<file path="config.mk">
export PLATFORM = sky130hd
export DESIGN_NAME = sdram_bank_decoder
export DESIGN_NICKNAME = d
export VERILOG_FILES = /design/src/rtl/sdram_dec_pkg.sv /design/src/rtl/sdram_bank_regs.sv /design/src/rtl/sdram_window_match.sv /design/src/rtl/sdram_bank_prio.sv /design/src/rtl/sdram_bank_decoder.sv
export SDC_FILE = /design/constraint.sdc
export NUM_CORES = 1
export LEC_CHECK = 0
export ABC_AREA = 0
export BUFFER_PORTS_ARGS = -buffer_cell sky130_fd_sc_hd__buf_2
export CAP_MARGIN = 20
export CORE_ASPECT_RATIO = 0.6
export CORE_MARGIN = 5
export CORE_UTILIZATION = 40
export CTS_CLUSTER_DIAMETER = 200
export DETAILED_ROUTE_END_ITERATION = 7
export MAX_ROUTING_LAYER = met4
export PLACE_DENSITY = 0.58
export SLEW_MARGIN = 40
export SYNTH_ARGS = -nofsm -noshare
export SYNTH_HDL_FRONTEND = slang
export SYNTH_HIERARCHICAL = 1
export SYNTH_SLANG_ARGS = --single-unit
</file>
<file path="constraint.sdc">
create_clock -name clk_i -period 7.4 [get_ports clk_i]
set_clock_uncertainty 0.05 [all_clocks]
set_input_delay 0.37 -clock clk_i [delete_from_list [all_inputs] [get_ports clk_i]]
set_output_delay 0.37 -clock clk_i [all_outputs]
set_load 0.03 [all_outputs]
</file>
<file path="src/rtl/sdram_dec_pkg.sv">
package sdram_dec_pkg;
  localparam int ADDR_W    = 34;
  localparam int WORD_W    = 32;
  localparam int EN_BIT    = 0;
  localparam int BASE_HI   = 31;
  localparam int BASE_LO   = 21;
  localparam int BASE_W    = BASE_HI - BASE_LO + 1;
  localparam int BASE_LSB  = ADDR_W - BASE_W;          // 23: 8 MiB granule
  localparam int CODE_HI   = 15;
  localparam int CODE_LO   = 6;
  localparam int CODE_W    = CODE_HI - CODE_LO + 1;
  localparam int CODE_SPAN = 1 << CODE_W;              // 1024
  localparam int MIN_LOG2  = BASE_LSB - 1;             // shift 1 -> 8 MiB
  localparam int SPAN_LOG2 = ADDR_W - MIN_LOG2;        // shift at which window fills space

  localparam logic [WORD_W-1:0] WMASK         = 32'hFFE0_FFC1;
  localparam logic [WORD_W-1:0] DDR_MODE_WORD = 32'h2000_0000;
  localparam int                DDR_MODE_IDX  = 'hE1;

  typedef logic [WORD_W-1:0] bank_word_t;
  typedef logic [ADDR_W-1:0] paddr_t;

  function automatic bank_word_t visible_word(bank_word_t w);
    return (w[CODE_HI:CODE_LO] == '0) ? '0 : w;
  endfunction
endpackage

</file>
<file path="src/rtl/sdram_bank_regs.sv">
module sdram_bank_regs
  import sdram_dec_pkg::*;
#(
  parameter int N_BANKS      = 4,
  parameter int REGNUM_W     = 10,
  parameter int IDX_W        = 8,
  parameter int CFG_ADDR_NUM = 'h010,
  parameter int CFG_DATA_NUM = 'h011,
  parameter int BANK_NUM0    = 'h040,
  localparam int BSEL_W      = (N_BANKS > 1) ? $clog2(N_BANKS) : 1
) (
  input  logic                           clk_i,
  input  logic                           rst_ni,
  input  logic                           reg_we_i,
  input  logic [REGNUM_W-1:0]            reg_num_i,
  input  logic [WORD_W-1:0]              reg_wdata_i,
  output logic [WORD_W-1:0]              reg_rdata_o,
  output logic [N_BANKS-1:0][WORD_W-1:0] bank_cfg_o,
  output logic [IDX_W-1:0]               cfg_idx_o
);
  localparam logic [REGNUM_W-1:0] ADDR_NUM_L = REGNUM_W'(CFG_ADDR_NUM);
  localparam logic [REGNUM_W-1:0] DATA_NUM_L = REGNUM_W'(CFG_DATA_NUM);
  localparam logic [REGNUM_W-1:0] BANK_NUM_L = REGNUM_W'(BANK_NUM0);

  logic [IDX_W-1:0]    cfg_idx_q;
  logic [REGNUM_W-1:0] direct_off;
  logic                direct_sel;
  logic                ind_data;
  logic                ind_bank;
  logic                ind_ddr;

  assign direct_off = reg_num_i - BANK_NUM_L;
  assign direct_sel = (reg_num_i >= BANK_NUM_L) && (direct_off < REGNUM_W'(N_BANKS));
  assign ind_data   = (reg_num_i == DATA_NUM_L);
  assign ind_bank   = ind_data && (cfg_idx_q < IDX_W'(N_BANKS));
  assign ind_ddr    = ind_data && (cfg_idx_q == IDX_W'(DDR_MODE_IDX));

  always_ff @(posedge clk_i or negedge rst_ni) begin
    if (!rst_ni)                                   cfg_idx_q <= '0;
    else if (reg_we_i && reg_num_i == ADDR_NUM_L)  cfg_idx_q <= reg_wdata_i[IDX_W-1:0];
  end

  for (genvar b = 0; b < N_BANKS; b++) begin : g_bank
    logic             wr_sel;
    logic [WORD_W-1:0] word_q;

    assign wr_sel = reg_we_i &&
                    ((direct_sel && direct_off == REGNUM_W'(b)) ||
                     (ind_bank && cfg_idx_q == IDX_W'(b)));

    always_ff @(posedge clk_i or negedge rst_ni) begin
      if (!rst_ni)     word_q <= '0;
      else if (wr_sel) word_q <= reg_wdata_i & WMASK;
    end

    assign bank_cfg_o[b] = word_q;
  end

  always_comb begin
    reg_rdata_o = '0;
    if (reg_num_i == ADDR_NUM_L)
      reg_rdata_o = {{(WORD_W-IDX_W){1'b0}}, cfg_idx_q};
    else if (direct_sel)
      reg_rdata_o = visible_word(bank_cfg_o[direct_off[BSEL_W-1:0]]);
    else if (ind_bank)
      reg_rdata_o = visible_word(bank_cfg_o[cfg_idx_q[BSEL_W-1:0]]);
    else if (ind_ddr)
      reg_rdata_o = DDR_MODE_WORD;
  end

  assign cfg_idx_o = cfg_idx_q;
endmodule

</file>
<file path="src/rtl/sdram_window_match.sv">
module sdram_window_match
  import sdram_dec_pkg::*;
(
  input  logic [WORD_W-1:0] cfg_i,
  input  logic [ADDR_W-1:0] addr_i,
  output logic              match_o,
  output logic [ADDR_W-1:0] offset_o
);
  logic [CODE_W-1:0] code;
  logic [CODE_W:0]   shamt;
  logic              sized;
  paddr_t            win_mask;
  paddr_t            base;
  logic              unused_cfg;

  assign code  = cfg_i[CODE_HI:CODE_LO];
  assign sized = (code != '0);
  assign shamt = (CODE_W+1)'(CODE_SPAN) - {1'b0, code};
  assign base  = {cfg_i[BASE_HI:BASE_LO], {BASE_LSB{1'b0}}};

  always_comb begin
    if (shamt >= (CODE_W+1)'(SPAN_LOG2)) win_mask = '1;
    else win_mask = (paddr_t'(1) << (MIN_LOG2 + int'(shamt))) - paddr_t'(1);
  end

  // aligned compare: base bits inside the window are don't-care
  assign match_o  = cfg_i[EN_BIT] && sized && ((addr_i & ~win_mask) == (base & ~win_mask));
  assign offset_o = addr_i & win_mask;

  assign unused_cfg = ^{cfg_i[BASE_LO-1:CODE_HI+1], cfg_i[CODE_LO-1:EN_BIT+1]};
endmodule

</file>
<file path="src/rtl/sdram_bank_prio.sv">
module sdram_bank_prio
  import sdram_dec_pkg::*;
#(
  parameter int N_BANKS = 4,
  localparam int BSEL_W = (N_BANKS > 1) ? $clog2(N_BANKS) : 1
) (
  input  logic [N_BANKS-1:0]             match_i,
  input  logic [N_BANKS-1:0][ADDR_W-1:0] offs_i,
  output logic                           hit_o,
  output logic [BSEL_W-1:0]              bank_o,
  output logic [ADDR_W-1:0]              offset_o
);
  always_comb begin
    bank_o   = '0;
    offset_o = '0;
    // scan downward so the lowest matching index is left standing
    for (int i = N_BANKS - 1; i >= 0; i--) begin
      if (match_i[i]) begin
        bank_o   = BSEL_W'(i);
        offset_o = offs_i[i];
      end
    end
  end

  assign hit_o = |match_i;
endmodule

</file>
<file path="src/rtl/sdram_bank_decoder.sv">
module sdram_bank_decoder
  import sdram_dec_pkg::*;
#(
  parameter int N_BANKS      = 4,
  parameter int REGNUM_W     = 10,
  parameter int IDX_W        = 8,
  parameter int CFG_ADDR_NUM = 'h010,
  parameter int CFG_DATA_NUM = 'h011,
  parameter int BANK_NUM0    = 'h040,
  localparam int BSEL_W      = (N_BANKS > 1) ? $clog2(N_BANKS) : 1
) (
  input  logic                clk_i,
  input  logic                rst_ni,
  input  logic                reg_we_i,
  input  logic [REGNUM_W-1:0] reg_num_i,
  input  logic [WORD_W-1:0]   reg_wdata_i,
  output logic [WORD_W-1:0]   reg_rdata_o,
  input  logic [ADDR_W-1:0]   phys_addr_i,
  output logic                hit_o,
  output logic [BSEL_W-1:0]   bank_o,
  output logic [ADDR_W-1:0]   offset_o
);
  logic [N_BANKS-1:0][WORD_W-1:0] bank_cfg;
  logic [IDX_W-1:0]               cfg_idx;
  logic [N_BANKS-1:0]             match_vec;
  logic [N_BANKS-1:0][ADDR_W-1:0] win_off;

  sdram_bank_regs #(
    .N_BANKS      (N_BANKS),
    .REGNUM_W     (REGNUM_W),
    .IDX_W        (IDX_W),
    .CFG_ADDR_NUM (CFG_ADDR_NUM),
    .CFG_DATA_NUM (CFG_DATA_NUM),
    .BANK_NUM0    (BANK_NUM0)
  ) u_regs (
    .clk_i       (clk_i),
    .rst_ni      (rst_ni),
    .reg_we_i    (reg_we_i),
    .reg_num_i   (reg_num_i),
    .reg_wdata_i (reg_wdata_i),
    .reg_rdata_o (reg_rdata_o),
    .bank_cfg_o  (bank_cfg),
    .cfg_idx_o   (cfg_idx)
  );

  for (genvar b = 0; b < N_BANKS; b++) begin : g_match
    sdram_window_match u_match (
      .cfg_i    (bank_cfg[b]),
      .addr_i   (phys_addr_i),
      .match_o  (match_vec[b]),
      .offset_o (win_off[b])
    );
  end

  sdram_bank_prio #(.N_BANKS(N_BANKS)) u_prio (
    .match_i  (match_vec),
    .offs_i   (win_off),
    .hit_o    (hit_o),
    .bank_o   (bank_o),
    .offset_o (offset_o)
  );
endmodule

</file>
==> flow_summary.yaml <==
global_routing:
  grt_pass1_wl_um: 86300
  antenna_found_initial: 2
  grt_max_degree: 50
  grt-ovfl-total: 0
  grt_use_total: 0.298
  grt_pass1_vias: 13300
sta:
  drv_slew: 0
  setup_slack_ns: 0.688
  relSlewSlack: 0.403
  finalCritPeriodShare: 0.907
  hold_viol: 0
  tns_ns: 0
  fmax_mhz: 149
  worst_slew_pin_slew_ns: 0.890
  setup_viol: 0
  finalCriticalPeriod_ns: 6.71
  rsz0062_at_grt: "no"
setup_path:
  path_cells: "inv_1, ha_1, inv_1, ha_1, xor3_1, o311ai_1, o21ai_0, nand4b_1, a21oi_1, o21ai_0, nor4_2, nor2b_4, a22oi_1, a21oi_1, buf_2"
  arrival_ns: 6.29
  worstSetupStartpointType: "register"
  cp_top_family: "compound AO/OA/AOI/OAI gates"
  timing.critical_path.buf_inv: 3
  path_max_fanout: 28
  crit_type: "reg -> out"
  crit_slowest_cell: "nor2b_4"
  rrSetupSlack_ns: 4.49
  end_kind: "output pin"
  crit_start: "u_regs/g_bank[3].word_q[7]"
  cp.required_ns: 6.98
  regToRegStartpoint: "u_regs/cfg_idx_o[0]"
  r2r-end: "u_regs/g_bank[3].word_q[7]"
  path_depth: 15
  r2r_cells: 5
  crit_end: "offset_o[24]"
  slowest_delay_ns: 0.76
pwr:
  vdd_ir_drop_max_mv: 0.0977
  p_leak_uw: 0.00621
  power.density_nw_per_um2: 110
  power_uw: 1650
cts:
  cts_sinks: 96
  clockBufferDepth: 2
  post_cts_buffers: 0
  cts_buffers: 9
  cts_tree: "built"
  htreeDepth: 3
  clkTransAtPathRegs_ns: 0.08
  cts-resized-gates: 0
  clock-root-buffer: "clkbuf_16"
  postCtsHoldBufs: 1
  worst_skew_pair.late_latency_ns: 0.36
min_path:
  min_path_type: "in -> reg"
  hp-start: "reg_wdata_i[4]"
logic_synthesis:
  postSynthCellCount: 1596
  synth_area_um2: 13700
  yosysWarnings: 6
  syn_area_per_cell_um2: 8.61
floorplanning:
  fp.dieArea_um2: 38300
  start_util: 0.407
  dieHeight_um: 154
  boundaryPins: 148
  coreArea_um2: 33800
  fp.dieW_um: 249
  rows: 52
routing:
  drc: 0
  drtPass1Iterations: 6
  postRouteAntennaNets: 0
  routed_via_density: 6.68
  first_iter_violations: 1789
  routed_wl_um: 58800
  routedWlPerCell_um: 27.7
  vias: 14200
run:
  cap_violations: 0
cells_and_area:
  syn2layout_area_growth_pct: 9.42
  fin_nets: 1754
  final_area_um2: 15000
  drive_gt1_frac: 0.251
run_status:
  run_status: "complete, no violations"
placed_design:
  place_ws_ns: 1.31
  postPlaceCellArea_um2: 14700
  gp_congestion: 1.03
  portBuffers: 137
  hpwl_um: 45800
## report_power, final
group | internal [uW] | total, uW | switching, uW
logic | 195 | 603 | 408
registers | 533 | 556 | 22.6
clock network | 242 | 487 | 244
## sequential cells by signal, indices dropped and copies added (netlist names)
signal,flops
u_regs/g_bank.word_q,88
u_regs/cfg_idx_o,8
## routing by layer
layer  GRT usage  vias up  share of wire
met3       0.120       69           0.14
met4      0.0491        0          0.015
met1       0.420     6987           0.45
met2       0.408      865           0.40
li1            -     6258              -
met5           -        -              0
## final cells by class
| type | instances | area, um^2 |
|---|---|---|
| well taps | 459 | 574 |
| repair buffers | 180 | 1060 |
| fillers | 3358 | 18700 |
| multi-input cells | 1329 | 10500 |
| clock buffers | 9 | 225 |
| flip-flops and latches | 96 | 2400 |
| clock inverters | 7 | 91.3 |
| inverters | 43 | 161 |
| diodes | 1 | 2.50 |
## cell usage in the layout (no fill, tap or decap), types with 10 or more instances in the layout
cell type / instances
o31a_1: 10
inv_1: 41
o2111ai_1: 16
nor2b_1: 34
nand3_1: 43
a31oi_1: 28
o21bai_1: 12
xnor2_1: 41
xor2_1: 34
o31ai_1: 12
or3_1: 21
nand4_1: 16
dfrtp_1: 95
and2_1: 27
buf_2: 135
conb_1: 13
o211ai_1: 18
nor2_1: 94
ha_1: 16
nand2_1: 89
o22ai_1: 36
a22oi_1: 40
o21a_1: 30
nor4_1: 36
buf_4: 40
o21ai_0: 73
a21oi_1: 81
mux4_2: 35
a22o_1: 12
mux2_4: 60
a21boi_0: 46
nor3_1: 44
mux2_2: 36
a211oi_1: 14
## metrics by stage
stage / utilization / hold slack, ns / cells
2_1_floorplan: - / 0.0244 / 1604
3_3_place_gp: 0.433 / 0.369 / 2103
3_5_place_dp: 0.434 / 0.372 / 2105
4_1_cts: 0.444 / 0.175 / 2122
5_1_grt: 0.445 / 0.177 / 2124
6_report: 0.445 / 0.185 / 2124
## how the worst min path moves through the flow
stage | end | slack (ns) | depth (start not counted)
finish | u_regs/cfg_idx_o[4] | 0.18 | 2
global route | u_regs/cfg_idx_o[4] | 0.18 | 2
CTS | u_regs/cfg_idx_o[4] | 0.18 | 2
detailed placement | u_regs/cfg_idx_o[4] | 0.37 | 1
global placement | u_regs/cfg_idx_o[4] | 0.37 | 1
floorplan | u_regs/cfg_idx_o[0] | 0.02 | 0
No activity file was read; power rests on OpenSTA's default activity.
